[src/rtl/pdb_pkg.sv]
package pdb_pkg;

   typedef enum logic [1:0] {
      RGN_PRESCALE,
      RGN_DIVIDER,
      RGN_ROUTE,
      RGN_NONE
   } pdb_region_e;

   // Address map: 0 = prescaler, 1..ndiv = dividers, rbase.. = channel routes
   function automatic pdb_region_e pdb_decode(input int unsigned addr,
                                              input int unsigned ndiv,
                                              input int unsigned rbase,
                                              input int unsigned nout);
      if (addr == 0)                                 return RGN_PRESCALE;
      else if (addr <= ndiv)                         return RGN_DIVIDER;
      else if (addr >= rbase && addr < rbase + nout) return RGN_ROUTE;
      else                                           return RGN_NONE;
   endfunction

endpackage

[src/rtl/pdb_prescaler.sv]
module pdb_prescaler #(
   parameter int PRE_W = 2
) (
   input  logic             clk,
   input  logic             rst,
   input  logic             wr,
   input  logic [PRE_W-1:0] wr_sel,
   output logic             tick
);
   localparam int CNT_W = (1 << PRE_W) - 1;

   if (PRE_W < 1 || PRE_W > 4) begin : g_bad_prew
      $error("pdb_prescaler: PRE_W must be 1..4");
   end

   logic [PRE_W-1:0] psel;
   logic [CNT_W-1:0] cnt;
   logic [CNT_W-1:0] mask;

   always_comb mask = CNT_W'((1 << psel) - 1);
   assign tick = ((cnt & mask) == mask);

   always_ff @(posedge clk) begin
      if (rst) begin
         psel <= '0;
         cnt  <= '0;
      end else begin
         cnt <= cnt + 1'b1;
         if (wr) psel <= wr_sel;
      end
   end

   // a steady non-zero exponent never yields back-to-back ticks
   a_r1_tick_spacing: assert property (@(posedge clk) disable iff (rst)
      (tick && $past(tick) && psel == $past(psel)) |-> psel == '0);

endmodule

[src/rtl/pdb_divider.sv]
module pdb_divider #(
   parameter int DIV_W = 16,
   parameter bit FRAC  = 1'b0
) (
   input  logic           clk,
   input  logic           rst,
   input  logic           tick,
   input  logic           wr,
   input  logic [DIV_W+1:0] wr_data,
   output logic           lead,
   output logic           dig
);
   localparam logic HALF_OK = FRAC;

   logic [DIV_W-1:0] cfg_val, act_val, cnt, last;
   logic             cfg_half, act_half, cfg_en;
   logic             run, lag, phase, tc;

   always_comb begin
      last = (act_val == '0) ? '0 : act_val - 1'b1;
      last = last + DIV_W'(act_half & phase);
   end

   assign tc   = run && tick && (cnt == last);
   assign lead = tc;
   assign dig  = tick && lag;

   always_ff @(posedge clk) begin
      if (rst) begin
         cfg_val  <= '0;
         cfg_half <= 1'b0;
         cfg_en   <= 1'b0;
         act_val  <= '0;
         act_half <= 1'b0;
         cnt      <= '0;
         run      <= 1'b0;
         lag      <= 1'b0;
      end else begin
         if (wr) begin
            cfg_val  <= wr_data[DIV_W-1:0];
            cfg_half <= wr_data[DIV_W] & HALF_OK;
            cfg_en   <= wr_data[DIV_W+1];
         end
         if (!cfg_en || !run) begin
            run      <= cfg_en;
            cnt      <= '0;
            act_val  <= cfg_val;
            act_half <= cfg_half;
         end else if (tick) begin
            if (tc) begin
               cnt      <= '0;
               act_val  <= cfg_val;
               act_half <= cfg_half;
            end else begin
               cnt <= cnt + 1'b1;
            end
         end
         if (!run)      lag <= 1'b0;
         else if (tick) lag <= tc;
      end
   end

   if (FRAC) begin : g_frac
      always_ff @(posedge clk) begin
         if (rst || !run) phase <= 1'b0;
         else if (tc)     phase <= act_half ? ~phase : 1'b0;
      end
   end else begin : g_int
      assign phase = 1'b0;
   end

   // the counter stays inside the active period
   a_r2_cnt_bound: assert property (@(posedge clk) disable iff (rst)
      run |-> cnt <= last);

   // a stopped divider emits no lagged digital pulse
   a_r6_idle_quiet: assert property (@(posedge clk) disable iff (rst)
      (!run && !$past(run)) |-> !dig);

endmodule

[src/rtl/pdb_router.sv]
module pdb_router #(
   parameter int NUM_DIV = 12,
   parameter int NUM_OUT = 16
) (
   input  logic                       clk,
   input  logic                       rst,
   input  logic                       wr,
   input  logic [$clog2(NUM_OUT)-1:0] wr_idx,
   input  logic [$clog2(NUM_DIV)-1:0] wr_sel,
   input  logic                       wr_ana,
   input  logic [NUM_DIV-1:0]         lead,
   input  logic [NUM_DIV-1:0]         dig,
   output logic [NUM_OUT-1:0]         pclk_en
);
   localparam int SEL_W = $clog2(NUM_DIV);
   localparam int SLOTS = 1 << SEL_W;

   logic [SEL_W-1:0] sel [NUM_OUT];
   logic             ana [NUM_OUT];
   logic [SLOTS-1:0] lead_pad, dig_pad;

   always_comb begin
      lead_pad = '0;
      dig_pad  = '0;
      lead_pad[NUM_DIV-1:0] = lead;
      dig_pad[NUM_DIV-1:0]  = dig;
   end

   for (genvar o = 0; o < NUM_OUT; o++) begin : g_chan
      always_ff @(posedge clk) begin
         if (rst) begin
            sel[o]     <= '0;
            ana[o]     <= 1'b0;
            pclk_en[o] <= 1'b0;
         end else begin
            if (wr && wr_idx == o) begin
               sel[o] <= wr_sel;
               ana[o] <= wr_ana;
            end
            pclk_en[o] <= (int'(sel[o]) < NUM_DIV) &&
                          (ana[o] ? lead_pad[sel[o]] : dig_pad[sel[o]]);
         end
      end
   end

endmodule

[src/rtl/pclk_divider_bank.sv]
module pclk_divider_bank
   import pdb_pkg::*;
#(
   parameter int NUM_DIV    = 12,
   parameter int NUM_FRAC   = 2,
   parameter int NUM_OUT    = 16,
   parameter int DIV_W      = 16,
   parameter int PRE_W      = 2,
   parameter int ADDR_W     = 5,
   parameter int ROUTE_BASE = 16,
   localparam int DATA_W    = DIV_W + 2
) (
   input  logic              clk,
   input  logic              rst,
   input  logic              wr_en,
   input  logic [ADDR_W-1:0] wr_addr,
   input  logic [DATA_W-1:0] wr_data,
   output logic [NUM_OUT-1:0] pclk_en
);
   localparam int SEL_W = $clog2(NUM_DIV);
   localparam int OIX_W = $clog2(NUM_OUT);

   if (NUM_FRAC > NUM_DIV)                        begin : g_bad_frac  $error("NUM_FRAC exceeds NUM_DIV"); end
   if (NUM_DIV + 1 > ROUTE_BASE)                  begin : g_bad_map   $error("divider window overlaps routes"); end
   if (ROUTE_BASE + NUM_OUT > (1 << ADDR_W))      begin : g_bad_addr  $error("routes exceed address space"); end
   if (SEL_W + 1 > DATA_W || PRE_W > DATA_W)      begin : g_bad_data  $error("data word too narrow"); end

   pdb_region_e      rgn;
   logic             pre_tick;
   logic [NUM_DIV-1:0] lead, dig;
   logic [OIX_W-1:0] route_idx;

   always_comb begin
      rgn       = pdb_decode(int'(wr_addr), NUM_DIV, ROUTE_BASE, NUM_OUT);
      route_idx = OIX_W'(int'(wr_addr) - ROUTE_BASE);
   end

   pdb_prescaler #(.PRE_W(PRE_W)) u_pre (
      .clk(clk), .rst(rst),
      .wr(wr_en && rgn == RGN_PRESCALE),
      .wr_sel(wr_data[PRE_W-1:0]),
      .tick(pre_tick)
   );

   for (genvar k = 0; k < NUM_DIV; k++) begin : g_div
      pdb_divider #(.DIV_W(DIV_W), .FRAC(k >= NUM_DIV - NUM_FRAC)) u_div (
         .clk(clk), .rst(rst), .tick(pre_tick),
         .wr(wr_en && rgn == RGN_DIVIDER && int'(wr_addr) == k + 1),
         .wr_data(wr_data),
         .lead(lead[k]), .dig(dig[k])
      );
   end

   pdb_router #(.NUM_DIV(NUM_DIV), .NUM_OUT(NUM_OUT)) u_route (
      .clk(clk), .rst(rst),
      .wr(wr_en && rgn == RGN_ROUTE),
      .wr_idx(route_idx),
      .wr_sel(wr_data[SEL_W-1:0]),
      .wr_ana(wr_data[SEL_W]),
      .lead(lead), .dig(dig),
      .pclk_en(pclk_en)
   );

   // outputs are low in the first cycle after reset
   a_r10_reset_clears: assert property (@(posedge clk) disable iff (rst)
      $past(rst) |-> pclk_en == '0);

   // a pulse only ever follows a prescaler tick
   a_r9_tick_aligned: assert property (@(posedge clk) disable iff (rst)
      (|pclk_en) |-> $past(pre_tick));

endmodule

[config.mk]
export PLATFORM = sky130hd
export DESIGN_NAME = pclk_divider_bank
export DESIGN_NICKNAME = d
export VERILOG_FILES = /design/src/rtl/pdb_pkg.sv /design/src/rtl/pdb_prescaler.sv /design/src/rtl/pdb_divider.sv /design/src/rtl/pdb_router.sv /design/src/rtl/pclk_divider_bank.sv
export SDC_FILE = /design/constraint.sdc
export NUM_CORES = 2
export LEC_CHECK = 0
export BUFFER_PORTS_ARGS = -buffer_cell sky130_fd_sc_hd__buf_2
export CELL_PAD_IN_SITES_DETAIL_PLACEMENT = 1
export CELL_PAD_IN_SITES_GLOBAL_PLACEMENT = 2
export CORE_MARGIN = 3
export CORE_UTILIZATION = 40
export DETAILED_ROUTE_END_ITERATION = 12
export HOLD_SLACK_MARGIN = 0.12
export PLACE_DENSITY_LB_ADDON = 0.05
export SYNTH_ARGS = -nofsm -noshare
export SYNTH_HDL_FRONTEND = slang
export SYNTH_HIERARCHICAL = 1
export SYNTH_SLANG_ARGS = --single-unit
export TNS_END_PERCENT = 50
[constraint.sdc]
create_clock -name clk -period 11 [get_ports clk]
set_clock_uncertainty 0.1 [all_clocks]
set_input_delay 0.55 -clock clk [delete_from_list [all_inputs] [get_ports clk]]
set_output_delay 0.55 -clock clk [all_outputs]
set_load 0.1 [all_outputs]
==> metrics.txt <==
crit-path max FO 17; DIE HEIGHT 340.1 um; Iter 0 DRT Violations 2173; Critical Path RT 11.44 ns; htree depth 3; initial antenna violation count 12; largest family of logic cells by synthesized area simple AND/OR/NAND/NOR gates; DRC violations left 0; pin count of the biggest net entering global routing about 100; critical path type reg2reg; Compound-Gate Fraction of Synth Area 9.579%; mux cell area share after synthesis 15.24%; final hold viol count 0; clk buf depth 3; hold path depth 2; drt first pass iters 5; Synth Area per Inst 9.083 um^2; share of layout cells above drive strength 1 10.48%; Async SR Flop Fraction 0%; clock slew at reported path FFs 0.06 ns; Critical-path top delay cell mux4_1; ranking of synthesized cells by area dfxtp_1, mux2i_1, nand2b_1; Root Driver clkbuf_16; Critical Path AT roughly 6.3 ns; Post-DRT Antenna Nets 0; crit-path leading delay family simple AND/OR/NAND/NOR gates; vias in the first global route 35910; fin util between 40 and 50%; cell chain of the critical path inv_1 -> ha_1 -> nor4b_1 -> and4_1 -> nor2_1 -> ha_1 -> ha_1 -> and4b_1 -> a31oi_1 -> nor4_1 -> buf_4 -> and4_1 -> or3_1 -> a31o_2 -> o2111a_1 -> mux4_1 -> mux2_1 -> a32o_1; Overall Power around 6 mW; synthesized flop and latch total 719; adder-cell area share of the yosys netlist less than 1%; Simple-Gate Fraction of Synth Area 28.42%; Peak Freq roughly 0.17 GHz; Mapped Area 44660 um^2; gr ovfl total 0; Placed Cells 6143; Synth Area in XOR/XNOR 7.377%; Total GRT Usage 22.58%; first-pass GRT wire length 211.3 mm; reg2reg path depth 18; CP endpoint kind register; Final Hold Slack 0.2209 ns; CP bufs+invs 2; Mapped Cells 4917; vias 35780; CTS tree built; final setup margin 5.146 ns; Filler cells about 13000; MaxCap Viol Count 0; I/O pin total 42; cell accounting for the most synthesized area dfxtp_1; Wirelength per Cell 21.15 um; post-layout min period 5.854 ns; final WL 133.5 mm; final cell count without fillers 6312; die area 115700 um^2; Inserted Clock Buffers 88; reg2reg setup slack about 5.1 ns; Placer Congestion 0.8159; hold_sp rst; Worst R2R Start g_div[11].u_div/act_val[0]; clk_lat worst skew 0.66 ns; Initial Util around two fifths; most common flop cell mapped by yosys dfxtp_1; dpl ws 5.220 ns; Std-Cell Rows 121; unique cell type count in the Yosys netlist 101; dpl cell area 45520 um^2; pwr dens 125.6 nW/um^2; Layout area overhead 8.752%; Die Wd 340.1 um; setup TNS 0 ns; Synth top area share 28.64%; HP Class in2reg; end of the worst hold path g_div[5].u_div/cfg_en; status finished, final reports clean; cell mode on critical path ha_1; hpwl dp 89.55 mm; Post-synth EDFFs 80; fin. max-slew vios 0; unrepaired setup endpoints after global routing no; final setup vio count 0; Core ar. around 110000 um^2; Vias/cell 5.668; FF/Latch Area around 15000 um^2; YS warnings 6; Max VDD drop between 0.09 and 0.1 mV; clock tree sinks 719; Leakage Power 16.60 nW; syn_nets 4974; slowest stage delay, CP approximately 0.7 ns; area occupied by multi-input gates 27640 um^2; sequential fraction of the synthesis area between 30% and 40%; final instance area 48570 um^2; Worst setup SP type register; Worst R2R End u_route/pclk_en[1]; fin nets 4815; Tcrit/Tclk final 53.21%; input/output buffers 41; relative slew slack 18.63%; Worst-Margin Slew roughly 1.2 ns
routing by layer:
| metal | routed length [um] | global-route usage, % | share of wire, % |
|---|---|---|---|
| met4 | 3029 | 5.338 | 2.3 |
| met5 | 27 | 0 | 0.020 |
| met2 | 61380 | 37.22 | 46 |
| met1 | 64230 | 31.31 | 48 |
| met3 | 4802 | 3.042 | 3.6 |
placed cells by master (no fill, tap or decap), types with 25 or more instances in the layout:
master and n:
a211oi_1 27, a21oi_1 91, and2_1 121, and3_1 58, and4_1 26, buf_2 40, buf_4 38, clkbuf_16 95
dfxtp_1 639, edfxtp_1 80, ha_1 31, inv_1 83, mux2_2 30, mux2i_1 445, mux4_2 67, nand2_1 254
nand2b_1 414, nand3_1 99, nand4_1 91, nor2_1 576, nor2b_1 62, nor3_1 99, nor3b_1 50, nor4_1 76
nor4_2 25, o21ai_0 71, o22ai_1 44, o31ai_1 40, or2_2 27, or4_1 31, xnor2_1 231, xor2_1 140
kinds of logic after synthesis:
logic type,after synthesis
AND/OR/NAND/NOR,2234
flip-flops,719
AO/OA/AOI/OAI,583
multiplexers,563
buffers and inverters,414
XOR/XNOR,373
adder cells (fa/ha/maj),31
Yosys cell counts, drive strengths merged, types with 13 or more instances:
cell,n
dfxtp,639
nor2,585
mux2i,445
nand2b,414
nand2,254
xnor2,231
clkbuf,222
xor2,140
and2,121
nor4,113
buf,108
nor3,104
nand3,99
a21oi,93
nand4,93
o21ai,90
mux4,85
inv,83
edfxtp,80
nor2b,71
and3,67
nor3b,54
or4,52
o22ai,44
or3,43
o31ai,40
mux2,33
ha,31
nor4bb,31
a2111oi,28
or2,28
a211oi,27
and4,26
a221o,21
o32ai,20
nor4b,19
o21a,19
o311ai,19
a21o,18
nand3b,18
a32oi,16
or3b,16
a211o,13
o221ai,13
or2b,13
worst max-delay path by stage:
stage | start | end | slack, ns | depth (start not counted)
after global placement | g_div[11].u_div/act_val[0] | u_route/pclk_en[3] | 5.31 | 19
after global routing | g_div[10].u_div/act_val[0] | u_route/pclk_en[1] | 4.84 | 18
after floorplan | g_div[10].u_div/act_val[0] | u_route/pclk_en[10] | 6.36 | 19
after CTS | g_div[10].u_div/act_val[0] | u_route/pclk_en[1] | 5.21 | 18
final | g_div[11].u_div/act_val[0] | u_route/pclk_en[1] | 5.15 | 18
after detailed placement | g_div[10].u_div/act_val[0] | u_route/pclk_en[1] | 5.22 | 18
flip-flops by register name, indices dropped and copies added (netlist names), 3 cells and up:
signal	flops
g_div.u_div/act_val	192
g_div.u_div/cfg_val	192
g_div.u_div/cnt	192
u_route/sel	64
u_route/ana	16
u_route/pclk_en	16
g_div.u_div/cfg_en	12
g_div.u_div/lag	12
g_div.u_div/run	12
u_pre/cnt	3
cell type report:
type | instances | area share, %
Multi-Input combinational cell | 3784 | 56.92
Sequential cell | 719 | 31.28
Clock buffer | 122 | 5.351
Tap cell | 1476 | 3.802
Timing Repair Buffer | 81 | 1.092
Clock inverter | 39 | 0.8682
Inverter | 84 | 0.6492
Antenna cell | 7 | 0.03607
timing repair:
action / in CTS / in global routing
resized for setup: 0 / 0
hold endpoints to repair: 2 / 0
hold buffers: 1 / 0
buffers inserted: 0 / 0
power breakdown:
group / switching (mW) / internal [mW]
clock: 1.18 / 1.83
combinational: 0.226 / 0.140
sequential: 0.0412 / 2.68
Power figures use the tool's default switching activity.
